===== config.mk =====
export PLATFORM = sky130hd
export DESIGN_NAME = snd_dma
export DESIGN_NICKNAME = d
export VERILOG_FILES = /design/src/rtl/snd_dma_pkg.sv /design/src/rtl/snd_dma_frame.sv /design/src/rtl/snd_dma_regs.sv /design/src/rtl/snd_dma_xfer.sv /design/src/rtl/snd_dma.sv
export SDC_FILE = /design/constraint.sdc
export NUM_CORES = 1
export LEC_CHECK = 0
export ABC_AREA = 1
export BUFFER_PORTS_ARGS = -buffer_cell sky130_fd_sc_hd__buf_2
export CAP_MARGIN = 20
export CORE_MARGIN = 2
export CORE_UTILIZATION = 40
export CTS_CLUSTER_SIZE = 16
export DETAILED_ROUTE_END_ITERATION = 8
export MAX_ROUTING_LAYER = met4
export SLEW_MARGIN = 10
export SYNTH_ARGS = -nofsm -noshare
export SYNTH_HDL_FRONTEND = slang
export SYNTH_SLANG_ARGS = --single-unit
export TNS_END_PERCENT = 30

===== constraint.sdc =====
create_clock -name clk_i -period 2.8 [get_ports clk_i]
set_input_delay 0.42 -clock clk_i [delete_from_list [all_inputs] [get_ports clk_i]]
set_output_delay 0.42 -clock clk_i [all_outputs]
set_load 0.01 [all_outputs]

===== src/rtl/snd_dma_pkg.sv =====
package snd_dma_pkg;
  localparam int unsigned CTRL_RATE_LO = 0;
  localparam int unsigned CTRL_HOLD    = 2;
  localparam int unsigned CTRL_REPEAT  = 3;
  localparam int unsigned CTRL_TARGET  = 4;
  localparam int unsigned CTRL_DEC     = 6;
  localparam int unsigned CTRL_EN      = 7;
  localparam logic [7:0]  CTRL_MASK    = 8'hDF;

  typedef enum logic [1:0] {
    XS_IDLE,
    XS_FETCH,
    XS_TAIL
  } xfer_st_e;

  // frames per tick for each rate code
  function automatic logic [2:0] rate_div(input logic [1:0] code);
    case (code)
      2'd0:    return 3'd6;
      2'd1:    return 3'd4;
      2'd2:    return 3'd2;
      default: return 3'd1;
    endcase
  endfunction
endpackage


===== src/rtl/snd_dma_frame.sv =====
module snd_dma_frame
  import snd_dma_pkg::*;
#(
  parameter int unsigned FRAME_W = 7,
  parameter int unsigned SLOT_AT = 117
) (
  input  logic               clk_i,
  input  logic               rst_ni,
  input  logic               en_i,
  input  logic [1:0]         rate_i,
  output logic [FRAME_W-1:0] frame_o,
  output logic               tick_o
);
  logic [FRAME_W-1:0] frame_q;
  logic [2:0]         rate_q;
  logic               slot;

  always_ff @(posedge clk_i or negedge rst_ni) begin
    if (!rst_ni) frame_q <= '0;
    else         frame_q <= frame_q + 1'b1;
  end

  assign slot = (frame_q == FRAME_W'(SLOT_AT));

  always_ff @(posedge clk_i or negedge rst_ni) begin
    if (!rst_ni)       rate_q <= '0;
    else if (!en_i)    rate_q <= '0;
    else if (slot) begin
      if (rate_q == '0) rate_q <= rate_div(rate_i) - 3'd1;
      else              rate_q <= rate_q - 3'd1;
    end
  end

  assign tick_o  = slot && en_i && (rate_q == '0);
  assign frame_o = frame_q;
endmodule


===== src/rtl/snd_dma_regs.sv =====
module snd_dma_regs
  import snd_dma_pkg::*;
#(
  parameter int unsigned CNT_W  = 20,
  parameter int unsigned NB     = (CNT_W + 7) / 8,
  parameter int unsigned REG_AW = $clog2(2 * NB + 1)
) (
  input  logic              clk_i,
  input  logic              rst_ni,
  input  logic              we_i,
  input  logic [REG_AW-1:0] addr_i,
  input  logic [7:0]        wdata_i,
  input  logic              adv_i,
  input  logic              empty_i,
  output logic [7:0]        rdata_o,
  output logic [CNT_W-1:0]  src_o,
  output logic [CNT_W-1:0]  len_o,
  output logic [7:0]        ctrl_o
);
  localparam int unsigned BW = NB * 8;

  logic [CNT_W-1:0] src_q, len_q, ssh_q, lsh_q;
  logic [CNT_W-1:0] src_n, len_n, ssh_n, lsh_n;
  logic [7:0]       ctrl_q, ctrl_n;
  logic [BW-1:0]    src_w, len_w, ssh_w, lsh_w, src_r, len_r;
  logic             hold, rep;

  assign hold = ctrl_q[CTRL_HOLD];
  assign rep  = ctrl_q[CTRL_REPEAT];

  always_comb begin
    src_n  = src_q;
    len_n  = len_q;
    ctrl_n = ctrl_q;
    if (adv_i && !hold) begin
      src_n = ctrl_q[CTRL_DEC] ? src_q - 1'b1 : src_q + 1'b1;
      len_n = len_q - 1'b1;
      if (len_n == '0) begin
        if (rep) begin
          src_n = ssh_q;
          len_n = lsh_q;
        end else begin
          ctrl_n[CTRL_EN] = 1'b0;
        end
      end
    end
    if (empty_i) begin
      if (rep) begin
        src_n = ssh_q;
        len_n = lsh_q;
      end else begin
        ctrl_n[CTRL_EN] = 1'b0;
      end
    end
    // register writes win over the counter update of the same cycle
    src_w = BW'(src_n);
    len_w = BW'(len_n);
    ssh_w = BW'(ssh_q);
    lsh_w = BW'(lsh_q);
    for (int k = 0; k < NB; k++) begin
      if (we_i && addr_i == REG_AW'(k)) begin
        src_w[k*8 +: 8] = wdata_i;
        ssh_w[k*8 +: 8] = wdata_i;
      end
      if (we_i && addr_i == REG_AW'(NB + k)) begin
        len_w[k*8 +: 8] = wdata_i;
        lsh_w[k*8 +: 8] = wdata_i;
      end
    end
    src_n = src_w[CNT_W-1:0];
    len_n = len_w[CNT_W-1:0];
    ssh_n = ssh_w[CNT_W-1:0];
    lsh_n = lsh_w[CNT_W-1:0];
    if (we_i && addr_i == REG_AW'(2 * NB)) ctrl_n = wdata_i & CTRL_MASK;
  end

  always_ff @(posedge clk_i or negedge rst_ni) begin
    if (!rst_ni) begin
      src_q  <= '0;
      len_q  <= '0;
      ssh_q  <= '0;
      lsh_q  <= '0;
      ctrl_q <= '0;
    end else begin
      src_q  <= src_n;
      len_q  <= len_n;
      ssh_q  <= ssh_n;
      lsh_q  <= lsh_n;
      ctrl_q <= ctrl_n;
    end
  end

  always_comb begin
    src_r   = BW'(src_q);
    len_r   = BW'(len_q);
    rdata_o = '0;
    for (int k = 0; k < NB; k++) begin
      if (addr_i == REG_AW'(k))      rdata_o = src_r[k*8 +: 8];
      if (addr_i == REG_AW'(NB + k)) rdata_o = len_r[k*8 +: 8];
    end
    if (addr_i == REG_AW'(2 * NB)) rdata_o = ctrl_q;
  end

  assign src_o  = src_q;
  assign len_o  = len_q;
  assign ctrl_o = ctrl_q;
endmodule


===== src/rtl/snd_dma_xfer.sv =====
module snd_dma_xfer
  import snd_dma_pkg::*;
#(
  parameter int unsigned STEAL_BASE = 6
) (
  input  logic       clk_i,
  input  logic       rst_ni,
  input  logic       start_i,
  input  logic       hold_i,
  input  logic       tgt_i,
  input  logic       mem_ready_i,
  input  logic [7:0] mem_rdata_i,
  output logic       idle_o,
  output logic       steal_o,
  output logic       mem_req_o,
  output logic       adv_o,
  output logic [7:0] sample_o,
  output logic       ch_wr_o,
  output logic       voice_wr_o
);
  localparam int unsigned TW = $clog2(STEAL_BASE + 1);

  xfer_st_e      st_q;
  logic [TW-1:0] tail_q;
  logic          fetching, capture;

  assign fetching = (st_q == XS_IDLE && start_i) || (st_q == XS_FETCH);
  assign capture  = fetching && mem_ready_i;

  always_ff @(posedge clk_i or negedge rst_ni) begin
    if (!rst_ni) begin
      st_q   <= XS_IDLE;
      tail_q <= '0;
    end else begin
      case (st_q)
        XS_IDLE: if (start_i) begin
          st_q   <= mem_ready_i ? XS_TAIL : XS_FETCH;
          tail_q <= '0;
        end
        XS_FETCH: if (mem_ready_i) begin
          st_q   <= XS_TAIL;
          tail_q <= '0;
        end
        XS_TAIL: begin
          tail_q <= tail_q + 1'b1;
          if (tail_q == TW'(STEAL_BASE - 1)) st_q <= XS_IDLE;
        end
        default: st_q <= XS_IDLE;
      endcase
    end
  end

  always_ff @(posedge clk_i or negedge rst_ni) begin
    if (!rst_ni) begin
      sample_o   <= '0;
      ch_wr_o    <= 1'b0;
      voice_wr_o <= 1'b0;
    end else begin
      ch_wr_o    <= capture && !tgt_i;
      voice_wr_o <= capture && tgt_i;
      if (capture) sample_o <= hold_i ? 8'h00 : mem_rdata_i;
    end
  end

  assign idle_o    = (st_q == XS_IDLE);
  assign steal_o   = fetching || (st_q == XS_TAIL);
  assign mem_req_o = fetching;
  assign adv_o     = capture;
endmodule


===== src/rtl/snd_dma.sv =====
module snd_dma
  import snd_dma_pkg::*;
#(
  parameter int unsigned CNT_W      = 20,
  parameter int unsigned FRAME_W    = 7,
  parameter int unsigned SLOT_AT    = 117,
  parameter int unsigned STEAL_BASE = 6,
  localparam int unsigned NB        = (CNT_W + 7) / 8,
  localparam int unsigned REG_AW    = $clog2(2 * NB + 1)
) (
  input  logic              clk_i,
  input  logic              rst_ni,
  input  logic              reg_we_i,
  input  logic [REG_AW-1:0] reg_addr_i,
  input  logic [7:0]        reg_wdata_i,
  output logic [7:0]        reg_rdata_o,
  output logic              mem_req_o,
  output logic [CNT_W-1:0]  mem_addr_o,
  input  logic              mem_ready_i,
  input  logic [7:0]        mem_rdata_i,
  output logic              steal_o,
  output logic [7:0]        sample_o,
  output logic              ch_wr_o,
  output logic              voice_wr_o
);
  logic [FRAME_W-1:0] frame;
  logic [CNT_W-1:0]   src, len;
  logic [7:0]         ctrl;
  logic               tick, idle, adv, start, empty, hold, len_nz;

  assign hold   = ctrl[CTRL_HOLD];
  assign len_nz = |len;
  assign start  = tick && idle && (len_nz || hold);
  assign empty  = tick && idle && !len_nz && !hold;

  snd_dma_frame #(.FRAME_W(FRAME_W), .SLOT_AT(SLOT_AT)) u_frame (
    .clk_i   (clk_i),
    .rst_ni  (rst_ni),
    .en_i    (ctrl[CTRL_EN]),
    .rate_i  (ctrl[CTRL_RATE_LO +: 2]),
    .frame_o (frame),
    .tick_o  (tick)
  );

  snd_dma_regs #(.CNT_W(CNT_W), .NB(NB), .REG_AW(REG_AW)) u_regs (
    .clk_i   (clk_i),
    .rst_ni  (rst_ni),
    .we_i    (reg_we_i),
    .addr_i  (reg_addr_i),
    .wdata_i (reg_wdata_i),
    .adv_i   (adv),
    .empty_i (empty),
    .rdata_o (reg_rdata_o),
    .src_o   (src),
    .len_o   (len),
    .ctrl_o  (ctrl)
  );

  snd_dma_xfer #(.STEAL_BASE(STEAL_BASE)) u_xfer (
    .clk_i       (clk_i),
    .rst_ni      (rst_ni),
    .start_i     (start),
    .hold_i      (hold),
    .tgt_i       (ctrl[CTRL_TARGET]),
    .mem_ready_i (mem_ready_i),
    .mem_rdata_i (mem_rdata_i),
    .idle_o      (idle),
    .steal_o     (steal_o),
    .mem_req_o   (mem_req_o),
    .adv_o       (adv),
    .sample_o    (sample_o),
    .ch_wr_o     (ch_wr_o),
    .voice_wr_o  (voice_wr_o)
  );

  assign mem_addr_o = src;
endmodule


==> impl_metrics.csv <==
group,metric,value,unit
status,status,"complete, no violations",
yosys,synth_area_leaders,"dfrtp_1 (36%), nand2_1 (16%), inv_1 (6.8%)",
yosys,ys_ff_latch,112,
floorplan,fp-row-count,51,
cts,clk_latency,0.36,ns
power,p_leak,4.738,nW
cts,cts_tree,"yes",
cts,cts.sinks,112,
critical_path,required,2.38,ns
critical_path,crit_fanout,6,
floorplan,die_y,144.3,um
layout,nNetsFinal,1266,
critical_path,crit_family,"simple AND/OR/NAND/NOR gates",
layout,layout_common_cells,"nand2_1 (344), inv_1 (142), dfrtp_1 (111)",
cts,clkTransAtPathRegs,0.07,ns
critical_path,crit_chain,"inv_2 -> buf_4 -> ha_2 -> nand3_1 -> nor3_2 -> nand4_1 -> nand2_1 -> nand2_1 -> inv_1 -> a21oi_1 -> buf_2",
placement,io_buffers,62,
critical_path,critPathBufInv,4,
cts,cts_max_path_buffers,2,
global_route,overflow,0,
detailed_routing,vias_per_cell,5.169,
power,intPower,0.004544,W
layout,layout_commonest_cell,"nand2_1",
timing,worst_pin_slew,0.5926,ns
cts,cts_made_buffers,9,
layout,ff_latch_area,2804,um^2
global_route,antenna_found_initial,1,
critical_path,crit_slowest_cell,"dfrtp_2",
timing,slew_viol_final,0,
power,switching_share,0.4774,
timing,rsz0062_at_grt,"true",
timing,max_freq,374.9,MHz
power,power_switching,0.004152,W
global_route,grt_pass1_vias,6807,
yosys,ys.flop_type,"dfrtp_1",
power,worst_ir_drop_vdd,418.7,uV
timing,setup_viol,0,
cts,cts-root-buf,"clkbuf_16",
power,power.share.sequential,0.305,
detailed_routing,drc_errors,0,
timing,hold_viol_final,0,
timing,fin_crit,2.668,ns
detailed_routing,firstDrtPassIters,5,
critical_path,cpPeakStageDelay,0.44,ns
floorplan,num_io_pins,63,
detailed_routing,ant_nets,0,
yosys,synth_area_per_cell,6.928,um^2
cts,cts_max_level,3,
power,p_clk_frac,0.154,
yosys,ys_async_sr_fraction,1.000,
yosys,synth_top_area_cell,"dfrtp_1",
timing,fin_crit_sh,0.9527,
power,power_density,963.5,nW/um^2
global_route,grt_use_total,0.2513,
detailed_routing,wl,24950,um
critical_path,critPathMostFrequentCell,"nand2_1",
layout,fillers,2050,
flow_run,max_cap_viol_count,0,
timing,finalSetupTns,0,ns
placement,dp.cells,1468,
floorplan,initial_core_util,0.4061,
timing,slew_headroom,0.6050,
yosys,ys_warn_count,0,
detailed_routing,num_vias,7686,
critical_path,critical_path_class,"flip-flop to primary output",
global_route,grt_max_degree,44,
yosys,synth.distinct_cells,46,
power,comb_power_share,0.541,
critical_path,cp-end-kind,"primary output",
layout,instances_no_fill,1487,
layout,multi_input_area,4364,um^2
floorplan,design.core.area,19400,um^2
critical_path,crit_cells,11,
critical_path,cp.arrival,2.25,ns
placement,hpwl,18900,um
critical_path,r2r_cells,14,
timing,finClkSkew,0.006161,ns
yosys,netlist_area,7878,um^2
yosys,synthCells,1137,
floorplan,dieWidth,144.3,um
critical_path,start_kind,"flip-flop",
floorplan,die-area,20830,um^2
yosys,synth_top_area_share,0.3558,
detailed_routing,drtIter0Drc,708,
yosys,synth_edf_count,0,
layout,drive_gt1_frac,0.1564,
placement,gp_congestion,0.9956,
hold_path,holdCritPathClass,"primary input to asynchronous set/reset pin",
global_route,grt_pass1_wl,38460,um
layout,synthToLayoutAreaGrowth,14.56,%
detailed_routing,routedWlPerCell,16.78,um
yosys,syn_nets,1187,
yosys,yosysSeqAreaShare,0.3558,
[metal layers]
layer  wire [um]  up-vias  GRT usage  part of all wire
met5           0        -          -                 0
met4         592        0    0.07716             0.024
met3        1655       37    0.03609             0.066
met2       10800      263     0.3642              0.43
met1       11900     3556     0.3637              0.48
li1            -     3830          -                 -
[synth_stat cells (all sizes together) (6+ instances only)]
| master | count |
|---|---|
| nor3 | 10 |
| o211ai | 15 |
| o21bai | 6 |
| nand3 | 64 |
| nand2 | 362 |
| clkbuf | 19 |
| dfrtp | 112 |
| o22ai | 6 |
| a22o | 8 |
| nor2 | 101 |
| ha | 26 |
| a21oi | 78 |
| buf | 12 |
| xnor2 | 7 |
| inv | 155 |
| nand4 | 13 |
| o21ai | 105 |
| xor2 | 15 |
[layout make-up]
class / count / share of cell area
antenna: 1 / 0.0002773
clock buffer: 9 / 0.02495
clock inverter: 7 / 0.007902
inverter: 156 / 0.06488
multi-input combinational: 838 / 0.4836
sequential: 112 / 0.3107
tap: 265 / 0.03674
timing repair buffer: 99 / 0.07098
[flip-flops by register name, indices dropped and copies added (netlist names)]
| name | cells |
|---|---|
| u_frame.rate_q | 3 |
| u_regs.len_o | 20 |
| u_xfer.tail_q | 3 |
| u_xfer.voice_wr_o | 1 |
| u_regs.src_o | 20 |
| u_xfer.st_q | 2 |
| u_frame.frame_o | 7 |
| u_regs.lsh_q | 20 |
| u_xfer.sample_o | 8 |
| u_regs.ssh_q | 20 |
| u_xfer.ch_wr_o | 1 |
| u_regs.ctrl_o | 7 |
[worst paths after layout]
kind,from,to,slack [ns]
max,u_regs.len_o[0]$_DFF_PN0_,steal_o,0.13
min,rst_ni,u_regs.src_o[18]$_DFF_PN0_,0.05
max reg2reg,u_regs.ctrl_o[6]$_DFFE_PN0P_,u_regs.src_o[17]$_DFF_PN0_,0.23
min reg2reg,u_regs.ctrl_o[4]$_DFFE_PN0P_,u_xfer.ch_wr_o$_DFF_PN0_,0.46
max in group asynchronous,rst_ni,u_regs.lsh_q[14]$_DFFE_PN0P_,2.07
min in group clk_i,mem_ready_i,u_xfer.st_q[0]$_DFFE_PN0P_,0.23
[stage by stage]
step	cell area, um^2	utilization	worst slack [ns]	hold WS, ns	total power (W)
after floorplan	7878	-	0.4262	0.1244	0.005804
after global placement	8680	0.4474	0.1927	0.4480	0.007334
after detailed placement	8680	0.4474	0.1319	0.4465	0.007329
after CTS	8976	0.4627	0.01926	0.07152	0.008703
after global routing	9025	0.4652	-0.01279	0.09024	0.009431
final	9025	0.4652	0.1325	0.05069	0.008696
[power by group through the flow]
stage | logic (W) | registers (W) | clock network [W]
after floorplan | 0.00319 | 0.00261 | 0
after global placement | 0.00466 | 0.00268 | 0
after detailed placement | 0.00465 | 0.00267 | 0
final | 0.00471 | 0.00266 | 0.00134
after CTS | 0.00468 | 0.00265 | 0.00137
after global routing | 0.00529 | 0.00272 | 0.00142
[cells by family (layout without fill, tap and decap cells)]
kind of cell | count (synthesis) | after routing | synth area share
and+or+nand+nor | 556 | 556 | 0.3051
xor gates and xnor gates | 22 | 22 | 0.02446
AOI/OAI and AO/OA | 233 | 233 | 0.1758
buffers and inverters | 187 | 271 | 0.09498
other | 0 | 1 | 0
DFF | 112 | 112 | 0.3558
adders and majority gates | 27 | 27 | 0.04384
[what timing repair did]
item                       4_1_cts  5_1_grt
setup endpoints to repair        0       29
setup buffers                    0        2
gates resized for setup          0        7
hold buffers                     0        0
Note: power is estimated with default switching activity, not from simulation.
